==> src/rtl/bss_pkg.sv <==
package bss_pkg;

  typedef enum logic [1:0] {
    CLS_SINGLE   = 2'b00,
    CLS_DIRECT   = 2'b01,
    CLS_INDIRECT = 2'b10,
    CLS_HALT     = 2'b11
  } instr_cls_e;

  typedef enum logic {
    BEAT_T1 = 1'b0,
    BEAT_T2 = 1'b1
  } beat_e;

  // Index of the last state used by a class (state 1 has index 0).
  function automatic int unsigned cls_last_idx(instr_cls_e c);
    case (c)
      CLS_DIRECT:   return 1;
      CLS_INDIRECT: return 2;
      default:      return 0;
    endcase
  endfunction

endpackage

==> src/rtl/seq_beat.sv <==
module seq_beat
  import bss_pkg::*;
(
  input  logic  clk,
  input  logic  rst_n,
  input  logic  clr,
  input  logic  adv,
  output beat_e beat
);

  beat_e beat_q, beat_d;

  always_comb begin
    beat_d = beat_q;
    if (clr) begin
      beat_d = BEAT_T1;
    end else if (adv) begin
      beat_d = (beat_q == BEAT_T1) ? BEAT_T2 : BEAT_T1;
    end
  end

  always_ff @(posedge clk or negedge rst_n) begin
    if (!rst_n) begin
      beat_q <= BEAT_T1;
    end else begin
      beat_q <= beat_d;
    end
  end

  assign beat = beat_q;

endmodule

==> src/rtl/seq_state.sv <==
module seq_state
  import bss_pkg::*;
#(
  parameter int unsigned N_STATES = 3,
  localparam int unsigned IDX_W = (N_STATES > 1) ? $clog2(N_STATES) : 1
) (
  input  logic             clk,
  input  logic             rst_n,
  input  logic             clr,
  input  logic             adv,
  input  beat_e            beat,
  input  instr_cls_e       cls_in,
  output logic [IDX_W-1:0] idx,
  output logic             halt_fetch
);

  logic [IDX_W-1:0] idx_q, idx_d;
  logic [IDX_W-1:0] last_q, last_d;
  logic [IDX_W-1:0] fetched_last;
  logic             state_end;
  logic             in_fetch;

  assign state_end    = adv && (beat == BEAT_T2);
  assign in_fetch     = (idx_q == '0);
  assign fetched_last = IDX_W'(cls_last_idx(cls_in));
  assign halt_fetch   = state_end && in_fetch && (cls_in == CLS_HALT) && !clr;

  always_comb begin
    idx_d  = idx_q;
    last_d = last_q;
    if (clr) begin
      idx_d  = '0;
      last_d = '0;
    end else if (state_end) begin
      if (in_fetch) begin
        last_d = fetched_last;
        idx_d  = (fetched_last != '0) ? IDX_W'(1) : '0;
      end else begin
        idx_d  = (idx_q == last_q) ? '0 : idx_q + IDX_W'(1);
      end
    end
  end

  always_ff @(posedge clk or negedge rst_n) begin
    if (!rst_n) begin
      idx_q  <= '0;
      last_q <= '0;
    end else begin
      idx_q  <= idx_d;
      last_q <= last_d;
    end
  end

  assign idx = idx_q;

endmodule

==> src/rtl/seq_halt.sv <==
module seq_halt (
  input  logic clk,
  input  logic rst_n,
  input  logic clr,
  input  logic set,
  output logic halted
);

  logic halt_q, halt_d;

  always_comb begin
    halt_d = halt_q;
    if (clr) begin
      halt_d = 1'b0;
    end else if (set) begin
      halt_d = 1'b1;
    end
  end

  always_ff @(posedge clk or negedge rst_n) begin
    if (!rst_n) begin
      halt_q <= 1'b0;
    end else begin
      halt_q <= halt_d;
    end
  end

  assign halted = halt_q;

endmodule

==> src/rtl/beat_state_seq.sv <==
module beat_state_seq
  import bss_pkg::*;
#(
  parameter int unsigned N_STATES = 3
) (
  input  logic                clk,
  input  logic                rst_n,
  input  logic                sync_clr,
  input  logic                step_en,
  input  logic [1:0]          instr_cls,
  output logic [N_STATES-1:0] state_stb,
  output logic [1:0]          beat_stb,
  output logic                halted
);

  localparam int unsigned IDX_W = (N_STATES > 1) ? $clog2(N_STATES) : 1;

  logic             adv;
  logic             halt_set;
  logic             halt_q;
  beat_e            beat;
  logic [IDX_W-1:0] idx;
  instr_cls_e       cls;

  assign cls = instr_cls_e'(instr_cls);
  assign adv = step_en && !halt_q;

  seq_beat u_beat (
    .clk   (clk),
    .rst_n (rst_n),
    .clr   (sync_clr),
    .adv   (adv),
    .beat  (beat)
  );

  seq_state #(.N_STATES(N_STATES)) u_state (
    .clk        (clk),
    .rst_n      (rst_n),
    .clr        (sync_clr),
    .adv        (adv),
    .beat       (beat),
    .cls_in     (cls),
    .idx        (idx),
    .halt_fetch (halt_set)
  );

  seq_halt u_halt (
    .clk    (clk),
    .rst_n  (rst_n),
    .clr    (sync_clr),
    .set    (halt_set),
    .halted (halt_q)
  );

  for (genvar g = 0; g < N_STATES; g++) begin : g_state_stb
    assign state_stb[g] = !halt_q && (idx == IDX_W'(g));
  end

  assign beat_stb[0] = !halt_q && (beat == BEAT_T1);
  assign beat_stb[1] = !halt_q && (beat == BEAT_T2);
  assign halted      = halt_q;

endmodule

==> config.mk <==
export PLATFORM = sky130hd
export DESIGN_NAME = beat_state_seq
export DESIGN_NICKNAME = d
export VERILOG_FILES = /design/src/rtl/bss_pkg.sv /design/src/rtl/seq_beat.sv /design/src/rtl/seq_state.sv /design/src/rtl/seq_halt.sv /design/src/rtl/beat_state_seq.sv
export SDC_FILE = /design/constraint.sdc
export NUM_CORES = 1
export LEC_CHECK = 0
export BUFFER_PORTS_ARGS = -buffer_cell sky130_fd_sc_hd__buf_2
export CORE_AREA = 4 4 41 43
export DETAILED_ROUTE_END_ITERATION = 10
export DIE_AREA = 0 0 45 47
export PLACE_DENSITY = 0.66
export SETUP_SLACK_MARGIN = 0.2
export SLEW_MARGIN = 20
export SYNTH_ARGS = -nofsm -noshare
export SYNTH_HDL_FRONTEND = slang
export SYNTH_SLANG_ARGS = --single-unit
export TNS_END_PERCENT = 100
==> constraint.sdc <==
create_clock -name clk -period 1.3 [get_ports clk]
set_input_delay 0.195 -clock clk [delete_from_list [all_inputs] [get_ports clk]]
set_output_delay 0.195 -clock clk [all_outputs]
set_load 0.05 [all_outputs]
==> flow_summary.toml, run 1 <==
[logic_synthesis]
total_standard_cell_area_after_synthesis_um2 = 443
post_synth_xor_area_fraction_pct = 5.93
simple_logic_cell_fraction_of_the_synthesized_area_pct = 25.7
synth.yosys.seq_area_share_pct = 33.9
synth_enable_flop_cells = 0
ys.warnings.count = 0
yosys_most_used_dff = "dfrtp_1"
yosys.cell_types.count = 21
synth.ff_latch_count = 6
synth_cells = 45
synth_compound_gate_area_share_pct = 11.6
synth_top_cell_by_area = "dfrtp_1"
synthMuxAreaShare_pct = 0
synth.top_cells.by_area = "dfrtp_1, ha_1, and2b_2"
synth_top_area_share_pct = 33.9
synth_area_per_cell_um2 = 9.84
synth_top_family_by_area = "simple AND/OR/NAND/NOR gates"
synthArstFlopShare_pct = 100
post_synth_fa_ha_maj_area_fraction_pct = 16.9
syn-num-nets = 57

[sta]
hold_viol_final = 0
worst_hold_slack_ns = 0.238
setup_ws_ns = -0.0885
fin_setup_tns_ns = -0.246
worst_slew_pin_slew_ns = 0.271
timing.final.crit_period_ns = 1.39
finalMaxSlewViolations = 0
rsz0062_at_grt = "true"
final_period_utilization_pct = 107
relSlewSlack_pct = 82.0
count_of_final_setup_violators = 4
peak_clock_frequency_supported_by_timing_ghz = 0.720
fin_worst_skew_ns = 0.00887

[worst_setup_path]
r2r-start = "u_halt.halted"
timing.critical_path.from = "u_state.idx[0]"
cp_capture_type = "output port"
required_ns = 1.11
r2r-end = "u_state.idx[0]"
crit_path_max_fanout = 3
r2r_slack_ns = -0.01
worstRegToRegCells = 4
timing.critical_path.from_type = "flip-flop"
critical_path.cell_chain = "inv_2, ha_2, and2b_4, buf_8"
crit_path_top_delay_cell = "dfrtp_1"
crit_type = "flip-flop to output port"
timing.critical_path.slowest_cell_delay_ns = 0.41
worst_path_arrival_ns = 1.19

[global_route]
grt_start_max_net_pins = 8
globalRoute.totalOverflow = 0
groute.usage.overall_pct = 12.5
grt_pass1_vias = 477
antenna_found_initial = 0
first_pass_grt_wire_length_um = 1920

[cells_and_area]
layout-drive-gt1-share_pct = 68.6
most-common-layout-cells = "buf_8, buf_2, buf_6, buf_4, dfrtp_1"
flow.area_growth_from_synthesis_pct = 76.0
commonest_non_fill_non_tap_cell_in_the_layout = "buf_8"
fin_nets = 83
antennaDiodeCount = 0
final.fill_count = 110

[routing]
ant_nets = 0
drt-wirelength-per-cell_um = 13.9
count_of_tritonroute_iterations_in_the_first_routing_pass = 3
initial_drt_markers = 6
drc = 0
vias = 427
routed_via_density = 5.02
detail_route.wirelength_um = 1190

[cts]
clock_latency_ns = 0.24
h-tree-depth = 1
clockBufferDepth = 2
total_cts_buffers = 3
clock_sinks = 6
cts.clk_slew.worst_paths_ns = 0.05
root_buffer = "clkbuf_4"
cts_tree = "built"

[floorplanning]
die_area_um2 = 2120
die_height_um = 47
placementRows = 13
initial_core_util_pct = 34.0
fp.coreArea_um2 = 1300
ioPinCount = 12
die_w_um = 45

[power_and_ir_drop]
power.density_cell_area_nw_per_um2 = 811
power.leakage_nw = 0.358
ir_drop_v = 0.000771
power_mw = 0.632

[run_status]
failed_checks = "negative setup slack"
status = "complete, but fails checks"

[min_path]
worst_hold_path_type = "input pin to flip-flop"
hold_path_startpoint = "sync_clr"
timing.hold.worst_endpoint = "u_state.last_q[0]"
worstHoldPathCells = 2

[job]
drv_cap = 0

[place]
count_of_buffers_from_port_buffering = 11
globalplace.congestion = 0.749
## critical path: cells and delay by family (launching register included)
kind	cells	cell delay, ns
flip-flops	1	0.41
AND/OR/NAND/NOR	1	0.15
adder cells (fa/ha/maj)	1	0.16
buffers and inverters	2	0.24
## per-stage QoR
stage               cell area [µm²]  instances  setup WS, ns  utilization, %
floorplan                       464         45        0.0901               -
global placement                534         71        0.0566            41.1
detailed placement              534         71        0.0214            41.1
CTS                             724         83       -0.0836            55.7
global route                    779         85        -0.163            59.9
finish                          779         85       -0.0885            59.9
## logic make-up (layout without fill, tap and decap cells)
logic type,after synthesis,after routing
flip-flops,6,6
AND/OR/NAND/NOR,18,18
buffers and inverters,5,30
adder cells (fa/ha/maj),6,6
AO/OA/AOI/OAI,7,7
XOR/XNOR,3,3
## Yosys cell counts, types with 2 or more instances
library cell	number
nand3_1	2
dfrtp_1	6
nor2_1	4
ha_1	6
xor2_1	2
and2b_2	5
inv_1	4
a21oi_1	2
nand2_1	2
## routing by layer
metal / GRT usage [%] / vias to the layer above / wire length [µm]
li1: - / 201 / -
met1: 12.0 / 205 / 415
met2: 23.7 / 17 / 664
met3: 4.21 / 4 / 73
met4: 6.43 / 0 / 32
met5: 0 / - / 0
## worst max-delay path by stage
| stage | endpoint | cells after the start |
|---|---|---|
| 6_report | state_stb[2] | 4 |
| 5_1_grt | state_stb[2] | 4 |
| 4_1_cts | state_stb[2] | 4 |
| 3_5_place_dp | state_stb[0] | 4 |
| 3_3_place_gp | state_stb[0] | 4 |
| 2_1_floorplan | u_halt.halted | 4 |
## where the power goes
group	switching, mW	leakage [nW]	internal, mW
Clock	0.0668	0.0150	0.116
Sequential	0.0144	0.0805	0.196
Combinational	0.125	0.263	0.114
## timing repair
item / CTS / global route
pin swaps: 6 / 11
setup endpoints to repair: 11 / 12
hold endpoints to repair: 6 / 0
gates resized for setup: 30 / 9
hold buffers: 1 / 0
buffers inserted: 7 / 2
## area by class of cell
class	count	area [µm²]	area share, %
clock buffers	4	26.3	3.37
inverters	4	15.0	1.93
multi-input cells	34	349	44.8
repair buffers	22	219	28.1
well taps	15	18.8	2.41
flip-flops and latches	6	151	19.4
## sequential cells by signal (all words and copies together), names as in the netlist
| signal | cells |
|---|---|
| u_state.idx | 2 |
| u_state.last_q | 2 |
| u_beat.beat | 1 |
| u_halt.halted | 1 |
Power figures use the tool's default switching activity.
==> inputs of run 2 (changes only) <==
SKIP_LAST_GASP = 1   (was not set)
==> run 2 against run 1 <==
Against the previous run: the flow still finishes with violations (negative setup slack); global-route usage grew 0.16 points; sequential power is essentially flat; fmax is essentially flat; clock skew grew 0.00084 ns; critical endpoint unchanged; largest cell class unchanged.
==> flow_summary.toml, run 2 (synthesis gave the netlist of run 1 again) <==
[place]
place_area_um2 = 534
globalplace.congestion = 0.749
post-place-ws_ns = 0.0214
count_of_buffers_from_port_buffering = 11

[worst_setup_path]
required_ns = 1.11
worstRegToRegCells = 4
worst_path_arrival_ns = 1.19
r2r_slack_ns = 0
r2r-start = "u_halt.halted"
cp_capture_type = "output port"
timing.critical_path.from_type = "flip-flop"
r2r-end = "u_state.idx[0]"
crit_path_max_fanout = 3
crit_type = "flip-flop to output port"

[power_and_ir_drop]
power_mw = 0.648
power.density_cell_area_nw_per_um2 = 816
power.leakage_nw = 0.368
ir_drop_v = 0.000784

[routing]
detail_route.wirelength_um = 1230
routed_via_density = 4.99
vias = 434
drt-wirelength-per-cell_um = 14.1
count_of_tritonroute_iterations_in_the_first_routing_pass = 2
initial_drt_markers = 1
ant_nets = 0
drc = 0

[cells_and_area]
commonest_non_fill_non_tap_cell_in_the_layout = "buf_4"
fin_nets = 85
most-common-layout-cells = "buf_4, buf_8, buf_2, buf_6, dfrtp_1"
flow.area_growth_from_synthesis_pct = 79.4
stdcell_area_um2 = 795
antennaDiodeCount = 0
layout-drive-gt1-share_pct = 69.4

[floorplanning]
ioPinCount = 12
die_w_um = 45
initial_core_util_pct = 34.0
fp.coreArea_um2 = 1300
placementRows = 13
die_area_um2 = 2120
die_height_um = 47

[sta]
relSlewSlack_pct = 82.3
setup_ws_ns = -0.0891
count_of_final_setup_violators = 4
fin_worst_skew_ns = 0.00971
rsz0062_at_grt = "true"
worst_slew_pin_slew_ns = 0.265
worst_hold_slack_ns = 0.221
fin_setup_tns_ns = -0.239
finalMaxSlewViolations = 0
final_period_utilization_pct = 107
timing.final.crit_period_ns = 1.39
hold_viol_final = 0
peak_clock_frequency_supported_by_timing_ghz = 0.720

[cts]
clock_sinks = 6
cts_tree = "built"
clockBufferDepth = 2
root_buffer = "clkbuf_4"
clock_latency_ns = 0.25
cts.clk_slew.worst_paths_ns = 0.05
total_cts_buffers = 3
h-tree-depth = 1

[global_route]
antenna_found_initial = 0
globalRoute.totalOverflow = 0
grt_start_max_net_pins = 8
groute.usage.overall_pct = 12.7
grt_pass1_vias = 479
first_pass_grt_wire_length_um = 1910

[run_status]
failed_checks = "negative setup slack"
status = "complete, but fails checks"

[job]
drv_cap = 0

[min_path]
hold_path_startpoint = "sync_clr"
worst_hold_path_type = "input pin to flip-flop"
timing.hold.worst_endpoint = "u_state.last_q[1]"
worstHoldPathCells = 2
-- run 2: where the power goes --
part           total [mW]  switching (mW)  internal [mW]
logic               0.247           0.128          0.119
registers           0.209          0.0139          0.196
clock network       0.192          0.0749          0.117
-- run 2: worst max path at each step --
stage / start / end / slack [ns] / cells past startpoint
6_report: u_state.idx[0] / state_stb[2] / -0.09 / 4
3_5_place_dp: u_state.idx[1] / state_stb[0] / 0.02 / 4
5_1_grt: u_state.idx[0] / state_stb[2] / -0.15 / 4
2_1_floorplan: u_halt.halted / u_halt.halted / 0.09 / 4
4_1_cts: u_state.idx[0] / state_stb[2] / -0.08 / 4
3_3_place_gp: u_state.idx[1] / state_stb[0] / 0.06 / 4
-- run 2: timing repair --
item	4_1_cts	5_1_grt
hold endpoints to repair	6	0
resized for setup	25	14
buffers inserted	7	4
endpoints found under the setup margin	11	12
pin swaps	4	11
hold buffers	1	0
-- run 2: through the flow --
| stage | util, % | instances |
|---|---|---|
| detailed placement | 41.1 | 71 |
| global placement | 41.1 | 71 |
| global route | 61.1 | 87 |
| finish | 61.1 | 87 |
| CTS | 54.1 | 83 |
| floorplan | - | 45 |
-- run 2: per-layer routing --
layer	track usage [%]	share of wire (%)	vias up
met5	0	0	-
met4	8.19	5.2	0
met3	4.21	6.5	8
met2	24.3	56	20
met1	11.3	32	200
li1	-	-	206
-- run 2: area by class of cell --
type,count,area (µm²)
clock buffer,4,26.3
fill,106,507
inverter,4,15.0
multi-input combinational,34,349
sequential,6,151
tap,15,18.8
timing repair buffer,24,234
-- run 2: worst max-delay path: stages, from the launching register on --
cell     delay [ns]
dfrtp_1        0.40
inv_2          0.10
ha_2           0.16
and2b_4        0.15
buf_8          0.14
